<file path="src/rtl/pprf_pkg.sv">
package pprf_pkg;
  localparam int GROUP_REGS = 8;
  localparam int NUM_GROUPS = 4;
  localparam int NUM_UNITS  = 2;
  localparam int RD_PORTS   = 2;
  localparam int SGL_PORTS  = 2;
  localparam int HALF_DEPTH = GROUP_REGS / 2;
  localparam int IDX_W      = $clog2(HALF_DEPTH);
  localparam int ADDR_W     = $clog2(2 * GROUP_REGS);
  localparam int GRP_W      = $clog2(NUM_GROUPS);
  localparam int SRC_W      = $clog2(SGL_PORTS + 1);

  // physical group numbering
  localparam logic [GRP_W-1:0] GRP_ADR  = 2'd0;
  localparam logic [GRP_W-1:0] GRP_ACC  = 2'd1;
  localparam logic [GRP_W-1:0] GRP_PING = 2'd2;
  localparam logic [GRP_W-1:0] GRP_PONG = 2'd3;

  // one write strobe per half-bank; src 0 = pair port, 1.. = single ports
  typedef struct packed {
    logic             en;
    logic [IDX_W-1:0] idx;
    logic             unit;
    logic [SRC_W-1:0] src;
  } wrStrb_t;

  typedef struct packed {
    wrStrb_t [NUM_GROUPS-1:0][1:0]                   wr;
    logic [NUM_GROUPS-1:0][RD_PORTS-1:0][IDX_W-1:0]  rdIdx;
    logic [NUM_UNITS-1:0][RD_PORTS-1:0][GRP_W-1:0]   rdGrp;
  } ctrlStrb_t;

  // unit 0 = LS, unit 1 = AU
  function automatic logic [GRP_W-1:0] mapGroup(input logic unit, input logic dataSide,
                                                input logic sel);
    if (!dataSide) return unit ? GRP_ACC : GRP_ADR;
    return (unit ^ sel) ? GRP_PONG : GRP_PING;
  endfunction
endpackage

</file>
<file path="src/rtl/pprf_halfbank.sv">
module pprf_halfbank #(
  parameter int DATA_W = 32,
  parameter int DEPTH  = 4,
  parameter int NRD    = 2,
  localparam int IW    = $clog2(DEPTH)
) (
  input  logic                        clk,
  input  logic                        rstN,
  input  logic                        wrEn,
  input  logic [IW-1:0]               wrIdx,
  input  logic [DATA_W-1:0]           wrData,
  input  logic [NRD-1:0][IW-1:0]      rdIdx,
  output logic [NRD-1:0][DATA_W-1:0]  rdData
);
  logic [DEPTH-1:0][DATA_W-1:0] mem;

  always_ff @(posedge clk or negedge rstN) begin
    if (!rstN) mem <= '0;
    else if (wrEn) mem[wrIdx] <= wrData;
  end

  for (genvar p = 0; p < NRD; p++) begin : g_rd
    assign rdData[p] = mem[rdIdx[p]];
  end
endmodule

</file>
<file path="src/rtl/pprf_ctrl.sv">
module pprf_ctrl
  import pprf_pkg::*;
(
  input  logic                                             bankSel,
  input  logic [NUM_UNITS-1:0][RD_PORTS-1:0][ADDR_W-1:0]   rdAddr,
  input  logic [NUM_UNITS-1:0]                             pairEn,
  input  logic [NUM_UNITS-1:0][ADDR_W-1:0]                 pairAddr,
  input  logic [NUM_UNITS-1:0][SGL_PORTS-1:0]              sglEn,
  input  logic [NUM_UNITS-1:0][SGL_PORTS-1:0][ADDR_W-1:0]  sglAddr,
  output ctrlStrb_t                                        strb,
  output logic [NUM_UNITS-1:0]                             wrErr
);
  localparam int NREQ = SGL_PORTS + 1;

  logic [NUM_UNITS-1:0][NUM_GROUPS-1:0][1:0][1:0] hitCnt;
  wrStrb_t [NUM_UNITS-1:0][NUM_GROUPS-1:0][1:0]   cand;

  always_comb begin
    strb   = '0;
    wrErr  = '0;
    hitCnt = '0;
    cand   = '0;
    for (int u = 0; u < NUM_UNITS; u++) begin
      // expand the pair port and the single ports into half-bank hits
      for (int k = 0; k < NREQ; k++) begin
        logic              en;
        logic [ADDR_W-1:0] a;
        logic [GRP_W-1:0]  g;
        en = (k == 0) ? pairEn[u] : sglEn[u][k-1];
        a  = (k == 0) ? pairAddr[u] : sglAddr[u][k-1];
        g  = mapGroup(u[0], a[ADDR_W-1], bankSel);
        for (int h = 0; h < 2; h++) begin
          if (en && (k == 0 || a[0] == h[0])) begin
            hitCnt[u][g][h] = hitCnt[u][g][h] + 2'd1;
            cand[u][g][h]   = '{en: 1'b1, idx: a[IDX_W:1], unit: u[0], src: k[SRC_W-1:0]};
          end
        end
      end
      wrErr[u] = pairEn[u] & pairAddr[u][0];
      for (int g = 0; g < NUM_GROUPS; g++)
        for (int h = 0; h < 2; h++)
          if (hitCnt[u][g][h] > 2'd1) wrErr[u] = 1'b1;
      for (int g = 0; g < NUM_GROUPS; g++)
        for (int h = 0; h < 2; h++)
          if (!wrErr[u] && cand[u][g][h].en) strb.wr[g][h] = cand[u][g][h];
      // read routing: each group has a single owner, so ports never collide
      for (int p = 0; p < RD_PORTS; p++) begin
        logic [GRP_W-1:0] rg;
        rg = mapGroup(u[0], rdAddr[u][p][ADDR_W-1], bankSel);
        strb.rdGrp[u][p]  = rg;
        strb.rdIdx[rg][p] = rdAddr[u][p][IDX_W:1];
      end
    end
  end
endmodule

</file>
<file path="src/rtl/pprf_datapath.sv">
module pprf_datapath
  import pprf_pkg::*;
#(
  parameter int DATA_W = 32
) (
  input  logic                                                clk,
  input  logic                                                rstN,
  input  ctrlStrb_t                                           strb,
  input  logic [NUM_UNITS-1:0][2*DATA_W-1:0]                  pairData,
  input  logic [NUM_UNITS-1:0][SGL_PORTS-1:0][DATA_W-1:0]     sglData,
  output logic [NUM_UNITS-1:0][RD_PORTS-1:0][2*DATA_W-1:0]    rdData
);
  logic [NUM_GROUPS-1:0][1:0][RD_PORTS-1:0][DATA_W-1:0] hbOut;

  for (genvar g = 0; g < NUM_GROUPS; g++) begin : g_grp
    for (genvar h = 0; h < 2; h++) begin : g_half
      logic [DATA_W-1:0] wdat;
      always_comb begin
        if (strb.wr[g][h].src == '0)
          wdat = pairData[strb.wr[g][h].unit][h*DATA_W +: DATA_W];
        else
          wdat = sglData[strb.wr[g][h].unit][strb.wr[g][h].src - 1'b1];
      end
      pprf_halfbank #(.DATA_W(DATA_W), .DEPTH(HALF_DEPTH), .NRD(RD_PORTS)) hb_i (
        .clk   (clk),
        .rstN  (rstN),
        .wrEn  (strb.wr[g][h].en),
        .wrIdx (strb.wr[g][h].idx),
        .wrData(wdat),
        .rdIdx (strb.rdIdx[g]),
        .rdData(hbOut[g][h])
      );
    end
  end

  always_comb begin
    for (int u = 0; u < NUM_UNITS; u++)
      for (int p = 0; p < RD_PORTS; p++)
        rdData[u][p] = {hbOut[strb.rdGrp[u][p]][1][p], hbOut[strb.rdGrp[u][p]][0][p]};
  end
endmodule

</file>
<file path="src/rtl/pingpong_rf.sv">
module pingpong_rf
  import pprf_pkg::*;
#(
  parameter int DATA_W = 32
) (
  input  logic                                  clk,
  input  logic                                  rstN,
  input  logic                                  bankSel,
  input  logic [ADDR_W-1:0]                     lsRdAddrA,
  input  logic [ADDR_W-1:0]                     lsRdAddrB,
  output logic [2*DATA_W-1:0]                   lsRdDataA,
  output logic [2*DATA_W-1:0]                   lsRdDataB,
  input  logic                                  lsPairWrEn,
  input  logic [ADDR_W-1:0]                     lsPairWrAddr,
  input  logic [2*DATA_W-1:0]                   lsPairWrData,
  input  logic [SGL_PORTS-1:0]                  lsSglWrEn,
  input  logic [SGL_PORTS-1:0][ADDR_W-1:0]      lsSglWrAddr,
  input  logic [SGL_PORTS-1:0][DATA_W-1:0]      lsSglWrData,
  output logic                                  lsWrErr,
  input  logic [ADDR_W-1:0]                     auRdAddrA,
  input  logic [ADDR_W-1:0]                     auRdAddrB,
  output logic [2*DATA_W-1:0]                   auRdDataA,
  output logic [2*DATA_W-1:0]                   auRdDataB,
  input  logic                                  auPairWrEn,
  input  logic [ADDR_W-1:0]                     auPairWrAddr,
  input  logic [2*DATA_W-1:0]                   auPairWrData,
  input  logic [SGL_PORTS-1:0]                  auSglWrEn,
  input  logic [SGL_PORTS-1:0][ADDR_W-1:0]      auSglWrAddr,
  input  logic [SGL_PORTS-1:0][DATA_W-1:0]      auSglWrData,
  output logic                                  auWrErr
);
  ctrlStrb_t                                               strb;
  logic [NUM_UNITS-1:0]                                    wrErr;
  logic [NUM_UNITS-1:0][RD_PORTS-1:0][2*DATA_W-1:0]        rdData;

  pprf_ctrl ctrl_i (
    .bankSel (bankSel),
    .rdAddr  ({{auRdAddrB, auRdAddrA}, {lsRdAddrB, lsRdAddrA}}),
    .pairEn  ({auPairWrEn, lsPairWrEn}),
    .pairAddr({auPairWrAddr, lsPairWrAddr}),
    .sglEn   ({auSglWrEn, lsSglWrEn}),
    .sglAddr ({auSglWrAddr, lsSglWrAddr}),
    .strb    (strb),
    .wrErr   (wrErr)
  );

  pprf_datapath #(.DATA_W(DATA_W)) dp_i (
    .clk     (clk),
    .rstN    (rstN),
    .strb    (strb),
    .pairData({auPairWrData, lsPairWrData}),
    .sglData ({auSglWrData, lsSglWrData}),
    .rdData  (rdData)
  );

  assign lsRdDataA = rdData[0][0];
  assign lsRdDataB = rdData[0][1];
  assign auRdDataA = rdData[1][0];
  assign auRdDataB = rdData[1][1];
  assign lsWrErr   = wrErr[0];
  assign auWrErr   = wrErr[1];
endmodule

</file>
<file path="config.mk">
export PLATFORM = sky130hd
export DESIGN_NAME = pingpong_rf
export DESIGN_NICKNAME = d
export VERILOG_FILES = /design/src/rtl/pprf_pkg.sv /design/src/rtl/pprf_halfbank.sv /design/src/rtl/pprf_ctrl.sv /design/src/rtl/pprf_datapath.sv /design/src/rtl/pingpong_rf.sv
export SDC_FILE = /design/constraint.sdc
export NUM_CORES = 2
export LEC_CHECK = 0
export BUFFER_PORTS_ARGS = -buffer_cell sky130_fd_sc_hd__buf_2
export CORE_MARGIN = 2
export CORE_UTILIZATION = 42
export CTS_CLUSTER_SIZE = 20
export DETAILED_ROUTE_END_ITERATION = 8
export HOLD_SLACK_MARGIN = 0.08
export PLACE_DENSITY = 0.56
export SLEW_MARGIN = 25
export SYNTH_ARGS = -nofsm -noshare
export SYNTH_HDL_FRONTEND = slang
export SYNTH_SLANG_ARGS = --single-unit
</file>
<file path="constraint.sdc">
create_clock -name clk -period 6.1 [get_ports clk]
set_input_delay 1.22 -clock clk [delete_from_list [all_inputs] [get_ports clk]]
set_output_delay 1.22 -clock clk [all_outputs]
set_load 0.005 [all_outputs]
</file>
==> flow_metrics.py <==
metrics = {
    "status": {
        "status": "finished clean",
    },
    "route": {
        "post_drt_wl_per_cell_um": 33.23,
        "drc_errors": 0,
        "ant_nets": 0,
        "vias": 65200,
        "vias_per_cell": 6.446,
        "finalWirelength_mm": 336.1,
        "first_iter_violations": 7716,
        "first_pass_iters": 7,
    },
    "timing": {
        "period_share": 0.9058,
        "timing.final.crit_period_ps": 5525,
        "finalHoldViolCount": 0,
        "slew_viol_final": 0,
        "relSlewSlack": 0.2881,
        "worst-slew-pin-transition_ps": 1068,
        "fin_skew_ps": 0,
        "grt_setup_unrepaired": "no",
        "max_freq_mhz": 181.0,
        "setup_tns_ps": 0,
        "fin_ws_ps": 574.5,
        "setup_viol": 0,
    },
    "synth": {
        "synth_top_area_frac": 0.3726,
        "synth_edf_count": 0,
        "synth_top_area_cell": "dfrtp_1",
        "synthDistinctLibCells": 72,
        "synth.most_common_cell": "dfrtp_1",
        "synth.avg_cell_area_sq_um": 9.162,
        "ys_ff_latch": 1024,
        "synthCells": 7507,
        "synth_area_leaders": "dfrtp_1 (37%), mux2_2 (15%), mux2i_1 (7.8%), nor2_1 (5.2%), o21ai_0 (5.0%)",
        "synth_common_cells": "dfrtp_1 (1024), nor2_1 (947), mux2_2 (935), nand2_1 (869), o21ai_0 (690)",
        "seq_area_frac_synth": 0.3726,
        "synth.net_count": 7812,
        "ys_async_sr_fraction": 1.000,
        "ys.flop_type": "dfrtp_1",
        "synthesis.area_sq_mm": 0.06878,
        "synth_warnings": 0,
    },
    "grt": {
        "met2_usage": 0.5815,
        "first_global_vias": 62490,
        "grtUsageMet3": 0.1160,
        "grt-busiest-layer": "met2",
        "antenna_found_initial": 47,
        "track_usage": 0.3912,
        "grt_overflow": 0,
        "grt_max_degree": 142,
        "grt_pass1_wl_mm": 469.1,
        "grt_use_met1": 0.4464,
    },
    "cells_and_area": {
        "area_delta_synth_final_pct": 15.37,
        "reg_top3": "dp_i.g_grp.g_half.hb_i.mem (1024)",
        "final_layout_size_suffix_gt1_frac": 0.2802,
        "nets": 8114,
        "stdcell_area_sq_mm": 0.07935,
        "finalCoreUtilization": 0.4875,
        "regMostFlops": "dp_i.g_grp.g_half.hb_i.mem",
        "fill_cells": 15380,
        "largest_reg_flops": 1024,
        "fin_cells": 10120,
    },
    "floorplan": {
        "start_util": 0.4226,
        "core_sq_mm": 0.1628,
        "die_w_um": 408.7,
        "rows": 148,
        "die_h_um": 408.7,
        "dieArea_sq_mm": 0.1670,
        "ios": 563,
    },
    "critical_path": {
        "critPathLaunchType": "input pin",
        "crit_arrival_ps": 4310,
        "end_kind": "primary output",
        "crit_fanout": 39,
        "worstSetupPathType": "input pin to primary output",
        "cp.required_ps": 4880,
    },
    "job": {
        "cap_violations": 0,
    },
    "place": {
        "dp_hpwl_mm": 240.0,
        "placed_cell_area_sq_mm": 0.07526,
        "dp.cells": 9865,
        "place_congestion": 1.033,
        "port_buffers": 558,
        "pre_cts_ws_ps": 592.8,
    },
    "clock_network": {
        "postCtsResizedCells": 0,
        "clockBufferDepth": 3,
        "cts.sink_count": 1024,
        "clk_pin_slew_ps": 60,
        "holdBufCountCts": 0,
        "cts_tree": "done",
        "worstSkewPairLatency_ps": 750,
        "clock-root-buffer": "clkbuf_16",
        "cts_max_level": 3,
        "cts_setup_buffers": 0,
        "cts_buffers": 117,
    },
    "hold_path": {
        "hp-class": "input pin to async pin",
    },
    "pwr": {
        "max-vdd-ir-drop_mv": 0.2661,
        "p_per_area_mw_per_mm2": 388.5,
        "p_leak_uw": 0.03454,
    },
}
-- path summary, 6_finish.rpt --
check / from / endpoint / slack, ps / depth (start not counted)
worst min register to register: dp_i.g_grp[2].g_half[0].hb_i.mem[127]$_DFFE_PN0P_ / dp_i.g_grp[2].g_half[0].hb_i.mem[127]$_DFFE_PN0P_ / 510 / 2
worst min-delay path: rstN / dp_i.g_grp[1].g_half[1].hb_i.mem[42]$_DFFE_PN0P_ / 370 / 1
min in group clk: dp_i.g_grp[2].g_half[0].hb_i.mem[127]$_DFFE_PN0P_ / dp_i.g_grp[2].g_half[0].hb_i.mem[127]$_DFFE_PN0P_ / 510 / 2
worst max register to register: dp_i.g_grp[2].g_half[0].hb_i.mem[54]$_DFFE_PN0P_ / dp_i.g_grp[2].g_half[0].hb_i.mem[54]$_DFFE_PN0P_ / 5280 / 1
worst max-delay path: bankSel / auRdDataB[1] / 570 / 11
max in group asynchronous: rstN / dp_i.g_grp[3].g_half[0].hb_i.mem[49]$_DFFE_PN0P_ / 4300 / 3
-- area by class of cell --
cell class,count,area [sq um],area share
repair buffers,878,6013,0.07578
multi-input cells,5718,40650,0.5123
well taps,2175,2721,0.03430
flip-flops and latches,1024,25620,0.3229
inverters,70,265.3,0.003343
diodes,38,95.09,0.001198
clock inverters,53,675.6,0.008515
clock buffers,159,3306,0.04166
-- critical path, stage by stage --
cell and delay [ps]:
buf_8 170, nand3_1 240, o21a_4 580, buf_12 320
nand2_1 80, nand3_1 70, o21ai_0 150, mux2i_1 780
nand2_1 120, o21ai_0 220, buf_2 200
-- report_power, final --
group	internal, uW	total, uW	switching (uW)
registers	9650	11700	2040
clock network	4330	7470	3140
logic	5100	11700	6570
-- kinds of logic after synthesis --
kind of cell,synth area share
AOI/OAI and AO/OA,0.1752
xor gates and xnor gates,0.0002547
buffers and inverters,0.04444
DFF,0.3726
muxes,0.2568
and+or+nand+nor,0.1508
-- cells in the final DEF (no fill, tap or decap), types with 62 or more instances in the layout --
cell and n:
a211o_1 119, a21o_1 67, a21oi_1 153, a32oi_1 64
and3_1 69, buf_12 62, buf_2 547, buf_4 267
clkbuf_16 117, dfrtp_1 1024, inv_1 67, mux2_2 935
mux2i_1 533, mux4_2 74, nand2_1 865, nand3_1 313
nor2_1 932, nor2b_1 123, o211ai_1 64, o21ai_0 683
o221ai_1 214, o31ai_1 66
-- layer usage --
| layer | up-vias | share of wire |
|---|---|---|
| met4 | 24 | 0.12 |
| li1 | 27970 | - |
| met2 | 3722 | 0.43 |
| met3 | 1045 | 0.10 |
| met5 | - | 0.0014 |
| met1 | 32440 | 0.35 |
-- through the flow --
step | hold WS (ps) | total power (uW)
floorplan | 477.1 | 18290
global placement | 492.4 | 22840
detailed placement | 498.8 | 23210
CTS | 389.4 | 30690
global route | 408.0 | 32310
finish | 370.0 | 30830
Power figures use the tool's default switching activity.
